$ cat config.mk
export PLATFORM = sky130hd
export DESIGN_NAME = pfs_supervisor
export DESIGN_NICKNAME = d
export VERILOG_FILES = /design/src/rtl/pfs_pkg.sv /design/src/rtl/pfs_sync.sv /design/src/rtl/pfs_clear_detect.sv /design/src/rtl/pfs_retry_timer.sv /design/src/rtl/pfs_supervisor.sv
export SDC_FILE = /design/constraint.sdc
export NUM_CORES = 1
export LEC_CHECK = 0
export ABC_AREA = 1
export ABC_CLOCK_PERIOD_IN_PS = 2500
export BUFFER_PORTS_ARGS = -buffer_cell sky130_fd_sc_hd__buf_2
export CAP_MARGIN = 10
export CORE_AREA = 2 2 64 66
export CTS_CLUSTER_SIZE = 25
export DETAILED_ROUTE_END_ITERATION = 10
export DIE_AREA = 0 0 66 68
export GPL_ROUTABILITY_DRIVEN = 0
export GPL_TIMING_DRIVEN = 0
export PLACE_DENSITY = 0.74
export SETUP_SLACK_MARGIN = 0.05
export SLEW_MARGIN = 20
export SYNTH_ARGS = -nofsm -noshare
export SYNTH_HDL_FRONTEND = slang
export SYNTH_SLANG_ARGS = --single-unit
$ cat constraint.sdc
create_clock -name clk -period 2.5 [get_ports clk]
set_input_delay 0.5 -clock clk [delete_from_list [all_inputs] [get_ports clk]]
set_output_delay 0.5 -clock clk [all_outputs]
set_load 0.05 [all_outputs]
$ cat src/rtl/pfs_pkg.sv
package pfs_pkg;
  typedef enum logic [1:0] {
    ST_RUN   = 2'd0,
    ST_LATCH = 2'd1,
    ST_RETRY = 2'd2
  } pfs_state_e;

  // bit positions in the synchronized flag vector
  localparam int unsigned SY_OC  = 0;
  localparam int unsigned SY_OV  = 1;
  localparam int unsigned SY_TS  = 2;
  localparam int unsigned SY_TW  = 3;
  localparam int unsigned SY_TRI = 4;
  localparam int unsigned SY_W   = 5;
endpackage

$ cat src/rtl/pfs_sync.sv
module pfs_sync #(
  parameter int unsigned WIDTH   = 5,
  parameter int unsigned STAGES  = 2,
  parameter logic [WIDTH-1:0] RST_VAL = '0
) (
  input  logic             clk,
  input  logic             rst,
  input  logic [WIDTH-1:0] din,
  output logic [WIDTH-1:0] dout
);
  for (genvar b = 0; b < WIDTH; b++) begin : g_bit
    logic [STAGES-1:0] pipe;
    always_ff @(posedge clk) begin
      if (rst) pipe <= {STAGES{RST_VAL[b]}};
      else     pipe <= (pipe << 1) | STAGES'(din[b]);
    end
    assign dout[b] = pipe[STAGES-1];
  end
endmodule

$ cat src/rtl/pfs_clear_detect.sv
module pfs_clear_detect (
  input  logic clk,
  input  logic rst,
  input  logic armed,     // a latched fault is waiting for release
  input  logic tri_s,     // synchronized tri-state control
  output logic clear
);
  logic low_seen;

  always_ff @(posedge clk) begin
    if (rst || !armed) low_seen <= 1'b0;
    else if (!tri_s)   low_seen <= 1'b1;
  end

  assign clear = armed && low_seen && tri_s;
endmodule

$ cat src/rtl/pfs_retry_timer.sv
module pfs_retry_timer #(
  parameter int unsigned DLY_W = 16
) (
  input  logic             clk,
  input  logic             rst,
  input  logic             load,
  input  logic [DLY_W-1:0] dly,
  input  logic             active,
  output logic             done
);
  logic [DLY_W-1:0] cnt;

  always_ff @(posedge clk) begin
    if (rst)                      cnt <= '0;
    else if (load)                cnt <= dly;
    else if (active && cnt != '0) cnt <= cnt - 1'b1;
  end

  assign done = active && (cnt == '0);
endmodule

$ cat src/rtl/pfs_supervisor.sv
module pfs_supervisor
  import pfs_pkg::*;
#(
  parameter int unsigned SYNC_STAGES = 2,
  parameter int unsigned DLY_W       = 16
) (
  input  logic             clk,
  input  logic             rst,
  input  logic             oc_flag,
  input  logic             ov_flag,
  input  logic             ts_flag,
  input  logic             uv_flag,
  input  logic             tw_flag,
  input  logic             pwr_en,
  input  logic             tri_ctl,
  input  logic             auto_mode,
  input  logic [DLY_W-1:0] retry_dly,
  output logic             bridge_hiz,
  output logic             fault_n,
  output logic             twarn_n
);
  localparam logic [SY_W-1:0] SY_RST = SY_W'(1) << SY_TRI;

  logic [SY_W-1:0] raw_vec, syn_vec;
  logic            fault_s, clr_pulse, tmr_done, tmr_load;
  logic            fault_q, twarn_q;
  pfs_state_e      state_q, state_d;

  always_comb begin
    raw_vec         = '0;
    raw_vec[SY_OC]  = oc_flag;
    raw_vec[SY_OV]  = ov_flag;
    raw_vec[SY_TS]  = ts_flag;
    raw_vec[SY_TW]  = tw_flag;
    raw_vec[SY_TRI] = tri_ctl;
  end

  pfs_sync #(.WIDTH(SY_W), .STAGES(SYNC_STAGES), .RST_VAL(SY_RST)) u_sync (
    .clk(clk), .rst(rst), .din(raw_vec), .dout(syn_vec)
  );

  assign fault_s = syn_vec[SY_OC] | syn_vec[SY_OV] | syn_vec[SY_TS];

  pfs_clear_detect u_clr (
    .clk(clk), .rst(rst), .armed(state_q == ST_LATCH),
    .tri_s(syn_vec[SY_TRI]), .clear(clr_pulse)
  );

  assign tmr_load = (state_q == ST_RUN) && fault_s && auto_mode;

  pfs_retry_timer #(.DLY_W(DLY_W)) u_tmr (
    .clk(clk), .rst(rst), .load(tmr_load), .dly(retry_dly),
    .active(state_q == ST_RETRY), .done(tmr_done)
  );

  always_comb begin
    state_d = state_q;
    unique case (state_q)
      ST_RUN:   if (fault_s) state_d = auto_mode ? ST_RETRY : ST_LATCH;
      ST_LATCH: if (clr_pulse) state_d = ST_RUN;
      ST_RETRY: if (tmr_done) state_d = ST_RUN;
      default:  state_d = ST_RUN;
    endcase
  end

  always_ff @(posedge clk) begin
    if (rst) begin
      state_q <= ST_RUN;
      fault_q <= 1'b1;
      twarn_q <= 1'b1;
    end else begin
      state_q <= state_d;
      fault_q <= (state_d == ST_RUN);
      twarn_q <= ~syn_vec[SY_TW];
    end
  end

  // unclocked shutdown path straight from the raw flags
  assign bridge_hiz = oc_flag | ov_flag | ts_flag | uv_flag | ~pwr_en | ~tri_ctl
                    | (state_q != ST_RUN);
  assign fault_n = fault_q;
  assign twarn_n = twarn_q;
endmodule

==> reports/qor.csv, run 1 <==
stage;metric;value;unit
outcome;status;complete, no violations;
setup_path;R2R Path Start;u_tmr.cnt[0];
clock_tree;Sink Count;31;
synthesis;Yosys reg bits;31;
clock_tree;Clock Latency Late Sink;0.28;ns
synthesis;most common cell in the netlist;nand2_1;
floorplan;Die ar.;4488;sq um
sta;RSZ-0062 raised after global routing;false;
setup_path;crit end category;output pin;
sta;setup TNS;0;ns
sta;Clock Skews;0.006406;ns
floorplan;Die Ht;68;um
sta;Rel. slew slack;72.07;%
place;Final HPWL DP;2809;um
synthesis;mapped cell area;1668;sq um
clock_tree;root buffer cell;clkbuf_8;
synthesis;Main synth FF type;dfxtp_1;
power;maximum vdd drop;0.4321;mV
place;DP Cell Count;333;
grt;global-route wire length before repair;6334;um
job;max-cap violations;0;
cells_and_area;design area;1959;sq um
floorplan;Starting Density;43.25;%
synthesis;Post-Syn Nets;283;
synthesis;sequential area share after synthesis;37.21;%
clock_tree;CTS Hold Bufs;0;
sta;Slew @ Worst Pin;0.4189;ns
setup_path;launch point of the critical path;ov_flag;
grt;largest net degree at the start of global routing;12;
synthesis;synth top area cells;dfxtp_1, nand2_1, nor2_1;
sta;setup ws final;0.7275;ns
clock_tree;TritonCTS clock tree;built;
power;Power Density;796.3;nW/um^2
clock_tree;number of setup buffers added after CTS;0;
drt;first drt pass iteration count;4;
drt;WL final;3709;um
drt;DRT iter0 DRCs;79;
place;IO buf count;28;
setup_path;largest fanout on the critical path;2;
cells_and_area;Synth-to-Final Area Change;17.48;%
setup_path;worst path arrival time;1.27;ns
drt;Routed Antenna Nets;0;
sta;crit path time final;1.772;ns
clock_tree;cts repair resizes;0;
synthesis;Synth top area share;37.21;%
power;Leak;0.0009597;uW
sta;Hold Fails Final Rpt;0;
drt;via count;1619;
grt;vias in the first global route;1471;
setup_path;Worst EP required;2.00;ns
synthesis;leading area contributor after synthesis;dfxtp_1;
hold_path;hold_sp;u_sync.g_bit[3].pipe[1];
setup_path;CP Class;input pin to output pin;
cells_and_area;Non-Filler Instances;341;
synthesis;Commonest cells post-synth;nand2_1, nor2_1, dfxtp_1, inv_1, nand3_1;
power;total power;1560;uW
sta;fin. max-slew vios;0;
clock_tree;H-tree levels;2;
floorplan;Core Rows;23;
synthesis;post-synth cell types;31;
synthesis;mean post-synth cell area;6.541;sq um
place;worst slack, placed;0.7053;ns
clock_tree;Max clock buf depth;2;
cells_and_area;antenna fix cells;0;
floorplan;Die X;66;um
setup_path;startpoint type of the worst setup path;input pin;
hold_path;hold crit path type;flop to flop;
synthesis;FFs w/ async S/R, synth;0;%
cells_and_area;Nets;318;
sta;final period utilization;70.90;%
hold_path;cell depth of the worst min-delay path;1;
drt;# DRC;0;
cells_and_area;layout cell share with drive strength beyond 1;19.93;%
setup_path;Reg2Reg Depth;9;
synthesis;Post-synth EDFFs;0;
clock_tree;Clock Pin Slew Worst Setup and Hold Paths;0.07;ns
sta;endpoints failing setup;0;
grt;grt total ovfl;0;
grt;all-layer global routing usage;18.65;%
grt;initial antenna violation count;0;
place;placed cell areas;1871;sq um
synthesis;Cells after Synth;255;
floorplan;IO Pins;29;
drt;via/cell ratio;4.748;
sta;Fmax achieved;0.5642;GHz
synthesis;Warnings, synthesis;0;
drt;DR WL/cell;10.88;um
clock_tree;TritonCTS Buffers;5;
floorplan;Core Region;3856;sq um
-- routing by layer --
layer  vias up  GRT usage (%)  part of all wire (%)
li1        864              -                     -
met5         -              0                     0
met2        35          32.58                    46
met4         0          8.929                   1.7
met3         9          4.112                   4.7
met1       711          21.77                    47
-- per-stage QoR --
stage / hold WS [ns] / utilization (%)
floorplan: 0.3512 / -
global placement: 0.3593 / 48.51
detailed placement: 0.3614 / 48.51
CTS: 0.3800 / 50.81
global route: 0.3925 / 50.81
finish: 0.3780 / 50.81
-- sequential cells by signal (all words and copies together) (netlist names) --
register / cells
u_tmr.cnt: 16
u_sync.g_bit.pipe: 10
state_q: 2
fault_n: 1
twarn_n: 1
u_clr.low_seen: 1
-- power by group --
part | leakage (uW) | switching [uW] | internal (uW)
Sequential | 0.000255 | 52.6 | 547
Clock | 0.0000402 | 197 | 193
Combinational | 0.000664 | 350 | 221
Total | 0.000960 | 599 | 961
-- final cells by class --
cell class	count	area, sq um
Fill cell	401	1897
Multi-Input combinational cell	186	872.1
Sequential cell	31	620.6
Timing Repair Buffer	28	140.1
Inverter	31	117.6
Clock buffer	5	68.82
Tap cell	50	62.56
Buffer	7	57.56
Clock inverter	3	20.02
-- cell families (layout without fill, tap and decap cells) --
kind of cell | Yosys count | count (layout) | synth area share [%]
and+or+nand+nor | 151 | 151 | 39.09
buffers and inverters | 38 | 74 | 10.50
DFF | 31 | 31 | 37.21
AOI/OAI and AO/OA | 30 | 30 | 10.05
adders and majority gates | 2 | 2 | 1.500
xor gates and xnor gates | 2 | 2 | 1.050
muxes | 1 | 1 | 0.6002
-- path summary, 6_finish.rpt --
kind | endpoint | slack (ns)
setup / recovery | bridge_hiz | 0.73
hold / removal | twarn_n | 0.38
setup reg to reg | u_tmr.cnt[6] | 0.80
hold reg to reg | twarn_n | 0.38
-- cells in the final DEF, fill, tap and decap left out, types with 2 or more instances in the layout --
cell        instances
nand2_1            57
nor2_1             55
dfxtp_1            31
inv_1              30
buf_2              29
nand3_1            22
a21oi_1            11
or2_2               7
o21ai_1             7
o21ai_0             7
clkbuf_8            5
buf_6               3
nand2_2             2
clkinv_2            2
buf_4               2
o21bai_1            2
ha_1                2
clkinvlp_4          2
-- critical path: stages --
cell	delay, ns
buf_2	0.11
nor4_1	0.32
nand4_1	0.12
buf_2	0.23
(Power assumes the default switching activity.)
==> run 2, diff against run 1 <==
--- a/config.mk
+++ b/config.mk
@@ -5,17 +5,17 @@
 export SDC_FILE = /design/constraint.sdc
 export NUM_CORES = 1
 export LEC_CHECK = 0
-export ABC_AREA = 1
-export ABC_CLOCK_PERIOD_IN_PS = 2500
+export ABC_AREA = 0
+export ABC_CLOCK_PERIOD_IN_PS = 1500
 export BUFFER_PORTS_ARGS = -buffer_cell sky130_fd_sc_hd__buf_2
 export CAP_MARGIN = 10
-export CORE_AREA = 2 2 64 66
+export CORE_AREA = 2 2 60 62
 export CTS_CLUSTER_SIZE = 25
 export DETAILED_ROUTE_END_ITERATION = 10
-export DIE_AREA = 0 0 66 68
+export DIE_AREA = 0 0 62 64
 export GPL_ROUTABILITY_DRIVEN = 0
 export GPL_TIMING_DRIVEN = 0
-export PLACE_DENSITY = 0.74
+export PLACE_DENSITY = 0.77
 export SETUP_SLACK_MARGIN = 0.05
 export SLEW_MARGIN = 20
 export SYNTH_ARGS = -nofsm -noshare
==> constraint.sdc (replaced) <==
create_clock -name clk -period 1.5 [get_ports clk]
set_input_delay 0.3 -clock clk [delete_from_list [all_inputs] [get_ports clk]]
set_output_delay 0.3 -clock clk [all_outputs]
set_load 0.05 [all_outputs]
==> reports/qor.csv, run 2 <==
stage;metric;value;unit
outcome;status;complete, but fails checks;
outcome;failing checks;setup timing;
clock_tree;Clock Pin Slew Worst Setup and Hold Paths;0.10;ns
power;sequential power share;40.4;%
cells_and_area;Non-Filler Instances;264;
clock_tree;Max clock buf depth;2;
clock_tree;TritonCTS Buffers;5;
floorplan;Die Ht;64;um
hold_path;hold_sp;tri_ctl;
floorplan;Starting Density;43.81;%
cells_and_area;layout cell share with drive strength beyond 1;49.08;%
synthesis;Yosys reg bits;31;
sta;Slew @ Worst Pin;0.6350;ns
drt;# DRC;0;
hold_path;WHS Endpoint;u_sync.g_bit[4].pipe[0];
power;NetSw;848.4;uW
hold_path;cell depth of the worst min-delay path;2;
drt;DR WL/cell;16.02;um
floorplan;Die ar.;3968;sq um
setup_path;Worst R2R Setup Slack;-0.68;ns
cells_and_area;largest reg by FF count;u_tmr.cnt;
sta;Hold Fails Final Rpt;0;
power;maximum vdd drop;0.6033;mV
synthesis;leading area contributor after synthesis;dfxtp_1;
floorplan;Core Region;3284;sq um
clock_tree;CTS Hold Bufs;0;
sta;final hold slack;0.1614;ns
setup_path;Critical R2R Capture;u_tmr.cnt[4];
hold_path;hold crit path type;input pin to flop;
grt;global-route wire length before repair;6251;um
synthesis;post-synth cell types;38;
grt;initial antenna violation count;0;
synthesis;FFs w/ async S/R, synth;0;%
floorplan;Die X;62;um
synthesis;mean post-synth cell area;8.882;sq um
place;Final HPWL DP;2371;um
synthesis;Warnings, synthesis;0;
cells_and_area;commonest cells after routing, fill and taps aside;buf_2, dfxtp_1, nor2_1, buf_6;
setup_path;R2R Path Start;u_tmr.cnt[0];
floorplan;Core Rows;21;
sta;Rel. slew slack;57.67;%
power;combinational power share;40.3;%
synthesis;Commonest cells post-synth;dfxtp_1, nor2_1, nor2b_1;
sta;Clock Skews;0.01667;ns
clock_tree;H-tree levels;2;
job;max-cap violations;0;
cells_and_area;commonest non-fill, non-tap cell in the layout;buf_2;
setup_path;startpoint type of the worst setup path;flop;
power;Internal Power;1577;uW
cells_and_area;biggest regs;u_tmr.cnt: 16 flops, u_sync.g_bit.pipe: 10 flops, state_q: 2 flops;
synthesis;synth top area cells;dfxtp_1, a311oi_1, nor2b_1;
setup_path;Worst EP required;1.74;ns
synthesis;Post-Syn Nets;190;
sta;fin. max-slew vios;0;
synthesis;Cells after Synth;162;
synthesis;mapped cell area;1439;sq um
cells_and_area;antenna fix cells;0;
sta;final period utilization;145.0;%
cells_and_area;max reg flops;16;
sta;Fmax achieved;0.4597;GHz
drt;Routed Antenna Nets;0;
sta;RSZ-0062 raised after global routing;true;
drt;DRT iter0 DRCs;98;
setup_path;Reg2Reg Depth;7;
power;Sw Ratio;34.98;%
setup_path;worst path arrival time;2.41;ns
clock_tree;root buffer cell;clkbuf_4;
place;DP Cell Count;235;
drt;first drt pass iteration count;4;
setup_path;largest fanout on the critical path;6;
sta;crit path time final;2.176;ns
drt;via count;1517;
clock_tree;TritonCTS clock tree;built;
grt;all-layer global routing usage;21.19;%
drt;via/cell ratio;5.746;
cells_and_area;Synth-to-Final Area Change;47.57;%
grt;vias in the first global route;1412;
synthesis;Post-synth EDFFs;0;
sta;setup ws final;-0.6755;ns
setup_path;CP Class;flop to flop;
power;Leak;0.0008090;uW
setup_path;crit end category;flop;
synthesis;Main synth FF type;dfxtp_1;
power;Clock Power Share;19.3;%
synthesis;most common cell in the netlist;dfxtp_1;
sta;endpoints failing setup;18;
synthesis;sequential area share after synthesis;43.13;%
clock_tree;Sink Count;31;
power;Power Density;1142;nW/um^2
cells_and_area;Nets;245;
cells_and_area;Fillers;262;
drt;WL final;4228;um
synthesis;Synth top area share;43.13;%
place;IO buf count;27;
grt;grt total ovfl;0;
floorplan;IO Pins;29;
grt;largest net degree at the start of global routing;11;
clock_tree;Clock Latency Late Sink;0.34;ns
## run 2: cell count changes in the layout (fill, tap and decap cells not counted), sizes merged, moves of 10 or more
cell    previous run  this run
nand2             60         3
nor2              57        15
inv               30         4
nand3             23         5
buf               34        50
nor2b              0        11
a311oi             0        10
or3                0        10
## run 2: metrics by stage
| stage | instance area [sq um] | setup slack (ns) | utilization (%) | TNS, ns | power (uW) |
|---|---|---|---|---|---|
| global route | 2123 | -0.7530 | 64.65 | -11.27 | 2549 |
| floorplan | 1459 | -0.6184 | - | -7.961 | 1350 |
| global placement | 1652 | -0.7149 | 50.29 | -10.70 | 1478 |
| detailed placement | 1652 | -0.7471 | 50.29 | -11.13 | 1483 |
| CTS | 1891 | -0.7293 | 57.56 | -9.690 | 2157 |
| finish | 2123 | -0.6755 | 64.65 | -10.17 | 2425 |
## run 2: worst max path at each step
stage / startpoint / endpoint / slack, ns / depth (start not counted)
6_report: u_tmr.cnt[0] / u_tmr.cnt[4] / -0.68 / 7
2_1_floorplan: u_tmr.cnt[4] / u_tmr.cnt[13] / -0.62 / 5
4_1_cts: u_tmr.cnt[3] / u_tmr.cnt[13] / -0.73 / 5
5_1_grt: u_tmr.cnt[0] / u_tmr.cnt[4] / -0.75 / 7
3_5_place_dp: u_tmr.cnt[0] / u_tmr.cnt[13] / -0.75 / 5
3_3_place_gp: u_tmr.cnt[4] / u_tmr.cnt[15] / -0.71 / 5
## run 2: final cells by class
class                           count  area (sq um)  share of cell area (%)
Inverter                            4         20.02                  0.9428
Sequential cell                    31         639.4                   30.11
Clock inverter                      2         12.51                  0.5893
Multi-Input combinational cell    116         963.4                   45.37
Timing Repair Buffer               50         352.8                   16.62
Buffer                              9         36.28                   1.709
Clock buffer                        6         41.29                   1.945
Tap cell                           46         57.56                   2.711
## run 2: what timing repair did
item,in CTS,in global routing
resized for setup,34,40
pin swaps,14,23
setup endpoints to repair,19,19
setup buffers,8,14
gates cloned,1,0
## run 2: power groups by stage
stage	combinational (uW)	sequential, uW	clock, uW
2_1_floorplan	375	974	0
3_3_place_gp	505	973	0
3_5_place_dp	508	975	0
4_1_cts	712	963	481
5_1_grt	1050	989	510
6_report	978	979	468
## run 2: cells by family after synthesis
logic type	Yosys count	share of synthesized area [%]
adders and majority gates	2	1.739
buffers and inverters	15	4.000
AOI/OAI and AO/OA	35	17.39
and+or+nand+nor	79	33.74
DFF	31	43.13
## run 2: worst max-delay path: stages (launching register included)
cell and delay (ns):
dfxtp_4 0.37, inv_4 0.08, ha_4 0.11, or4b_4 0.51, nor4_4 0.39, buf_6 0.19
o31ai_1 0.10, a311oi_1 0.33
## run 2: routing by layer
layer	vias up	share of wire [%]	global-route usage, %	wire length, um
met1	716	40	25.28	1698
met3	15	5.7	5.263	242
met2	52	51	35.29	2154
met5	-	0	0	0
met4	0	3.1	8.245	133
li1	734	-	-	-
